<file path="config.mk">
export PLATFORM = sky130hd
export DESIGN_NAME = zstack_exec_unit
export DESIGN_NICKNAME = d
export VERILOG_FILES = /design/src/rtl/zsx_pkg.sv /design/src/rtl/zsx_alu.sv /design/src/rtl/zsx_stack.sv /design/src/rtl/zstack_exec_unit.sv
export SDC_FILE = /design/constraint.sdc
export NUM_CORES = 1
export LEC_CHECK = 0
export ABC_AREA = 0
export BUFFER_PORTS_ARGS = -buffer_cell sky130_fd_sc_hd__clkbuf_2
export CELL_PAD_IN_SITES_DETAIL_PLACEMENT = 0
export CELL_PAD_IN_SITES_GLOBAL_PLACEMENT = 1
export CORE_ASPECT_RATIO = 1.75
export CORE_UTILIZATION = 25
export CTS_CLUSTER_SIZE = 24
export DETAILED_ROUTE_END_ITERATION = 8
export GPL_TIMING_DRIVEN = 0
export PLACE_DENSITY_LB_ADDON = 0.1
export SYNTH_ARGS = -nofsm -noshare
export SYNTH_HDL_FRONTEND = slang
export SYNTH_HIERARCHICAL = 1
export SYNTH_SLANG_ARGS = --single-unit
</file>
<file path="constraint.sdc">
create_clock -name clk -period 71.9 [get_ports clk]
set_input_delay 10.785 -clock clk [delete_from_list [all_inputs] [get_ports clk]]
set_output_delay 10.785 -clock clk [all_outputs]
set_load 0.05 [all_outputs]
</file>
<file path="src/rtl/zsx_pkg.sv">
package zsx_pkg;
   localparam int OPC_W = 3;

   typedef enum logic [OPC_W-1:0] {
      OP_NOP  = 3'd0,
      OP_PUSH = 3'd1,
      OP_POP  = 3'd2,
      OP_ADD  = 3'd3,
      OP_SUB  = 3'd4,
      OP_MUL  = 3'd5,
      OP_DIV  = 3'd6,
      OP_HALT = 3'd7
   } opcode_e;

   typedef enum logic {
      ST_IDLE = 1'b0,
      ST_LOAD = 1'b1
   } xstate_e;

   function automatic logic is_binary(opcode_e op);
      return (op == OP_ADD) || (op == OP_SUB) || (op == OP_MUL) || (op == OP_DIV);
   endfunction
endpackage

</file>
<file path="src/rtl/zsx_alu.sv">
module zsx_alu
   import zsx_pkg::*;
#(
   parameter int DATA_W = 16
) (
   input  opcode_e           op,
   input  logic [DATA_W-1:0] lhs,
   input  logic [DATA_W-1:0] rhs,
   output logic [DATA_W-1:0] result,
   output logic              div_zero
);
   generate
      if (DATA_W < 2) begin : g_bad_width
         $error("zsx_alu: DATA_W must be at least 2");
      end
   endgenerate

   logic [2*DATA_W-1:0] product;

   always_comb begin
      product  = lhs * rhs;
      div_zero = (op == OP_DIV) && (rhs == '0);
      unique case (op)
         OP_ADD:  result = lhs + rhs;
         OP_SUB:  result = lhs - rhs;
         OP_MUL:  result = product[DATA_W-1:0];
         OP_DIV:  result = (rhs == '0) ? '0 : lhs / rhs;
         default: result = '0;
      endcase
   end
endmodule

</file>
<file path="src/rtl/zsx_stack.sv">
module zsx_stack #(
   parameter int DATA_W = 16,
   parameter int DEPTH  = 8
) (
   input  logic              clk,
   input  logic              rst,
   input  logic              push_en,
   input  logic [DATA_W-1:0] push_data,
   input  logic              pop_en,
   input  logic              fold_en,
   input  logic [DATA_W-1:0] fold_data,
   output logic [DATA_W-1:0] top,
   output logic [DATA_W-1:0] second,
   output logic              full,
   output logic              empty,
   output logic              has_two
);
   localparam int CNT_W = $clog2(DEPTH + 1);
   localparam int IDX_W = (DEPTH > 1) ? $clog2(DEPTH) : 1;

   generate
      if (DEPTH < 2) begin : g_bad_depth
         $error("zsx_stack: DEPTH must be at least 2");
      end
   endgenerate

   logic [DATA_W-1:0] ent [DEPTH];
   logic [CNT_W-1:0]  count;
   logic [IDX_W-1:0]  top_idx;
   logic [IDX_W-1:0]  sec_idx;

   assign top_idx = IDX_W'(count - CNT_W'(1));
   assign sec_idx = IDX_W'(count - CNT_W'(2));
   assign top     = ent[top_idx];
   assign second  = ent[sec_idx];
   assign full    = (count == CNT_W'(DEPTH));
   assign empty   = (count == '0);
   assign has_two = (count >= CNT_W'(2));

   always_ff @(posedge clk) begin
      if (rst) begin
         count <= '0;
      end else if (push_en) begin
         count <= count + CNT_W'(1);
      end else if (pop_en || fold_en) begin
         count <= count - CNT_W'(1);
      end
   end

   always_ff @(posedge clk) begin
      for (int i = 0; i < DEPTH; i++) begin
         if (push_en && (count == CNT_W'(i))) begin
            ent[i] <= push_data;
         end else if (fold_en && (count == CNT_W'(i + 2))) begin
            ent[i] <= fold_data;
         end
      end
   end


   count_bound_chk: assert property (@(posedge clk) disable iff (rst)
      count <= CNT_W'(DEPTH));

   no_push_full_chk: assert property (@(posedge clk) disable iff (rst)
      push_en |-> !full);

   no_pop_empty_chk: assert property (@(posedge clk) disable iff (rst)
      (pop_en || fold_en) |-> !empty);

   fold_depth_chk: assert property (@(posedge clk) disable iff (rst)
      fold_en |=> !full);
endmodule

</file>
<file path="src/rtl/zstack_exec_unit.sv">
module zstack_exec_unit
   import zsx_pkg::*;
#(
   parameter int DATA_W = 16,
   parameter int ADDR_W = 8,
   parameter int DEPTH  = 8,
   localparam int INSTR_W = OPC_W + ADDR_W
) (
   input  logic               clk,
   input  logic               rst,
   input  logic               instr_valid,
   output logic               instr_ready,
   input  logic [INSTR_W-1:0] instr_word,
   output logic [ADDR_W-1:0]  mem_addr,
   output logic               mem_rd_en,
   input  logic [DATA_W-1:0]  mem_rdata,
   output logic               mem_wr_en,
   output logic [DATA_W-1:0]  mem_wdata,
   output logic               halted,
   output logic               ovf_flag,
   output logic               unf_flag,
   output logic               dz_flag
);
   generate
      if (ADDR_W < 1) begin : g_bad_addr
         $error("zstack_exec_unit: ADDR_W must be at least 1");
      end
   endgenerate

   xstate_e           state;
   opcode_e           opc;
   logic              accept;
   logic              is_bin;
   logic              push_ok, pop_ok, bin_ok;
   logic              set_ovf, set_unf, set_dz;
   logic [DATA_W-1:0] top_w, sec_w, alu_res;
   logic              alu_dz;
   logic              st_full, st_empty, st_two;

   assign opc         = opcode_e'(instr_word[INSTR_W-1 -: OPC_W]);
   assign instr_ready = (state == ST_IDLE) && !halted;
   assign accept      = instr_valid && instr_ready;
   assign is_bin      = is_binary(opc);

   assign push_ok = accept && (opc == OP_PUSH) && !st_full;
   assign pop_ok  = accept && (opc == OP_POP) && !st_empty;
   assign bin_ok  = accept && is_bin && st_two;

   assign set_ovf = accept && (opc == OP_PUSH) && st_full;
   assign set_unf = accept && (((opc == OP_POP) && st_empty) || (is_bin && !st_two));
   assign set_dz  = bin_ok && alu_dz;

   assign mem_addr  = instr_word[ADDR_W-1:0];
   assign mem_rd_en = push_ok;
   assign mem_wr_en = pop_ok;
   assign mem_wdata = top_w;

   zsx_alu #(.DATA_W(DATA_W)) u_alu (
      .op       (opc),
      .lhs      (sec_w),
      .rhs      (top_w),
      .result   (alu_res),
      .div_zero (alu_dz)
   );

   zsx_stack #(.DATA_W(DATA_W), .DEPTH(DEPTH)) u_stack (
      .clk       (clk),
      .rst       (rst),
      .push_en   (state == ST_LOAD),
      .push_data (mem_rdata),
      .pop_en    (pop_ok),
      .fold_en   (bin_ok),
      .fold_data (alu_res),
      .top       (top_w),
      .second    (sec_w),
      .full      (st_full),
      .empty     (st_empty),
      .has_two   (st_two)
   );

   always_ff @(posedge clk) begin
      if (rst) begin
         state    <= ST_IDLE;
         halted   <= 1'b0;
         ovf_flag <= 1'b0;
         unf_flag <= 1'b0;
         dz_flag  <= 1'b0;
      end else begin
         state <= push_ok ? ST_LOAD : ST_IDLE;
         if (accept && (opc == OP_HALT)) halted <= 1'b1;
         if (set_ovf) ovf_flag <= 1'b1;
         if (set_unf) unf_flag <= 1'b1;
         if (set_dz)  dz_flag  <= 1'b1;
      end
   end


   load_wait_chk: assert property (@(posedge clk) disable iff (rst)
      mem_rd_en |=> !instr_ready);

   single_strobe_chk: assert property (@(posedge clk) disable iff (rst)
      !(mem_rd_en && mem_wr_en));

   halt_sticky_chk: assert property (@(posedge clk) disable iff (rst)
      halted |=> halted);

   halt_quiet_chk: assert property (@(posedge clk) disable iff (rst)
      halted |-> (!mem_rd_en && !mem_wr_en && !instr_ready));

   ovf_sticky_chk: assert property (@(posedge clk) disable iff (rst)
      ovf_flag |=> ovf_flag);

   unf_sticky_chk: assert property (@(posedge clk) disable iff (rst)
      unf_flag |=> unf_flag);

   dz_sticky_chk: assert property (@(posedge clk) disable iff (rst)
      dz_flag |=> dz_flag);
endmodule

</file>
==> flow_summary.toml <==
[clocking]
cts_buffer_depth = 3
cts_setup_buffers = 0
hold_buffers = 0
tritoncts = "done"
insertion_delay_ns = 0.49
ctsResizeCount = 0
numCtsBuffers = 25
path_clk_slew_ns = 0.05
clock-sinks = 137
cts_root_buf = "clkbuf_16"
cts_max_level = 4

[synthesis]
synth-xor-area-share = 0.0576
synth_warnings = 6
async_reset_ff_frac = 0
synthAdderAreaFrac = 0.212
synth_top_family_by_area = "adder cells"
synth_top_cell_area_share = 0.190
yosysSeqAreaShare = 0.199
synth_area_leader_cell = "edfxtp_1"
synth-simple-area-share = 0.142
syn_avg_cell_area_sq_um = 9.58
syn_inst = 2111
netlist_top_cells_area = "edfxtp_1 19%, ha_1 13%, mux2_2 8.2%, fa_1 8.0%, mux4_2 7.1%"
synth.distinct_cells = 97
synth_nets = 2435
synth_compound_area_frac = 0.153
yosys_most_used_dff = "edfxtp_1"
ys_ff_latch = 137
syn_area_sq_um = 20200
synthMuxAreaShare = 0.181
synth_edf_count = 128

[worst_setup_path]
crit_top_cell = "ha_1"
critPathMaxStageDelay_ns = 1.02
crit_family = "compound AO/OA/AOI/OAI gates"
cp.required_ns = 72.13
critPathBufInv = 19
cp_slowest_cell = "inv_1"
worstPathArrival_ns = 43.40
reg2reg_slack_ns = 28.73
end_kind = "register"
cp-start-kind = "register"
worst-setup-path-type = "register to register"
worst-path-max-fanout = 18

[detailed_routing]
routed_wl_microns = 85600
wl_per_cell_microns = 26.4
vias = 16800
drt_iter0_drc = 848
drc = 0
ant_nets = 0
via_per_inst = 5.18
first_pass_iters = 5

[timing]
fmax_ghz = 0.0232
hold_viol_final = 0
rsz0062_at_grt = "false"
min_period_ns = 43.17
period_share = 0.600
setup_tns_ns = 0
fin_skew_ns = 0.00772
holdWs_ns = 0.485
worst_slew_pin_slew_ns = 1.33
setup_viol = 0
slew_viol_final = 0
slew_headroom = 0.105

[final_layout]
layout_common_cells = "213 x ha_1, 184 x nand2_1, 161 x inv_1"
nets = 2524
layout-drive-gt1-share = 0.195
fillerInstances = 8542
diodes = 0
area_growth_pct = 12.6
multi_input_area_sq_um = 15100
final_common_cell = "ha_1"
register_area_sq_um = 4020

[die]
die_w_microns = 217
die_h_microns = 378
die-area_sq_um = 82000
io_pins = 61
rows = 137
core_area_sq_um = 79900
initial_utilization = 0.253

[global_route]
grt_pass1_wl_microns = 124000
grt_pass1_vias = 18300
antenna_found_initial = 1
grtUsageTotal = 0.211
grt-ovfl-total = 0
grt_max_degree = 21

[placed_design]
hpwlAfterDp_microns = 69400
portBuffers = 52
place_congestion = 0.850

[run]
cap_violations = 0

[hold_path]
hold_class = "register to register"

[run_status]
status = "completed"
==> synth_stat cells (34+ instances only) <==
master	instances
xnor2_1	87
a21oi_1	108
mux2_2	148
xor2_1	44
o21a_1	35
mux4_2	64
clkbuf_1	58
and2_1	35
inv_1	162
a21o_1	34
o21ai_0	79
ha_1	213
nor3_1	46
fa_1	81
nand2_1	184
edfxtp_1	128
nor2_1	157
==> logic make-up (layout without fill, tap and decap cells) <==
logic type | Yosys count | in the layout
and+or+nand+nor | 579 | 579
AOI/OAI and AO/OA | 451 | 451
adders and majority gates | 294 | 294
buffers and inverters | 264 | 358
muxes | 254 | 254
DFF | 137 | 137
xor gates and xnor gates | 132 | 132
==> metrics by stage <==
stage / area [sq um] / setup WS (ns) / instances / util
3_5_place_dp: 22100 / 28.36 / 3215 / 0.277
3_3_place_gp: 21800 / 27.83 / 3205 / 0.273
2_1_floorplan: 20200 / 41.76 / 2111 / -
4_1_cts: 22800 / 28.24 / 3247 / 0.285
6_report: 22800 / 28.73 / 3247 / 0.285
5_1_grt: 22800 / 26.30 / 3247 / 0.285
==> sequential cells by signal (all words and copies together) (netlist names) <==
register	cells
dz_flag	1
halted	1
ovf_flag	1
state	1
u_stack/count	4
u_stack/ent	128
unf_flag	1
==> metal layers <==
| metal | vias up | wire [microns] | GRT usage |
|---|---|---|---|
| met2 | 324 | 50200 | 0.445 |
| met3 | 162 | 1520 | 0.0105 |
| met5 | - | 0 | 0 |
| li1 | 7910 | - | - |
| met4 | 0 | 4790 | 0.113 |
| met1 | 8422 | 29100 | 0.197 |
==> layout make-up <==
type | instances | area share
clock inverter | 2 | 0.00154
timing repair buffer | 62 | 0.0226
clock buffer | 30 | 0.0283
tap | 1042 | 0.0573
multi-input combinational | 1710 | 0.664
inverter | 164 | 0.0270
buffer | 100 | 0.0225
sequential | 137 | 0.177
==> worst reg2reg max path, delay by kind of cell (launching register included) <==
kind,cells,cell delay [ns]
adder cells (fa/ha/maj),17,5.53
buffers and inverters,19,8.71
AO/OA/AOI/OAI,66,19.87
multiplexers,7,2.74
AND/OR/NAND/NOR,20,5.65
flip-flops,1,0.39
==> path summary, 6_finish.rpt <==
| check | depth (start not counted) | start | to |
|---|---|---|---|
| setup / recovery | 129 | u_stack/count[1] | u_stack/ent[1][0] |
| setup reg to reg | 129 | u_stack/count[1] | u_stack/ent[1][0] |
| hold reg to reg | 2 | ovf_flag | ovf_flag |
| hold / removal | 2 | ovf_flag | ovf_flag |
Power is left out: the tool's default activity adds up to more than one toggle a clock period on the data nets, which glitch-free logic cannot reach.
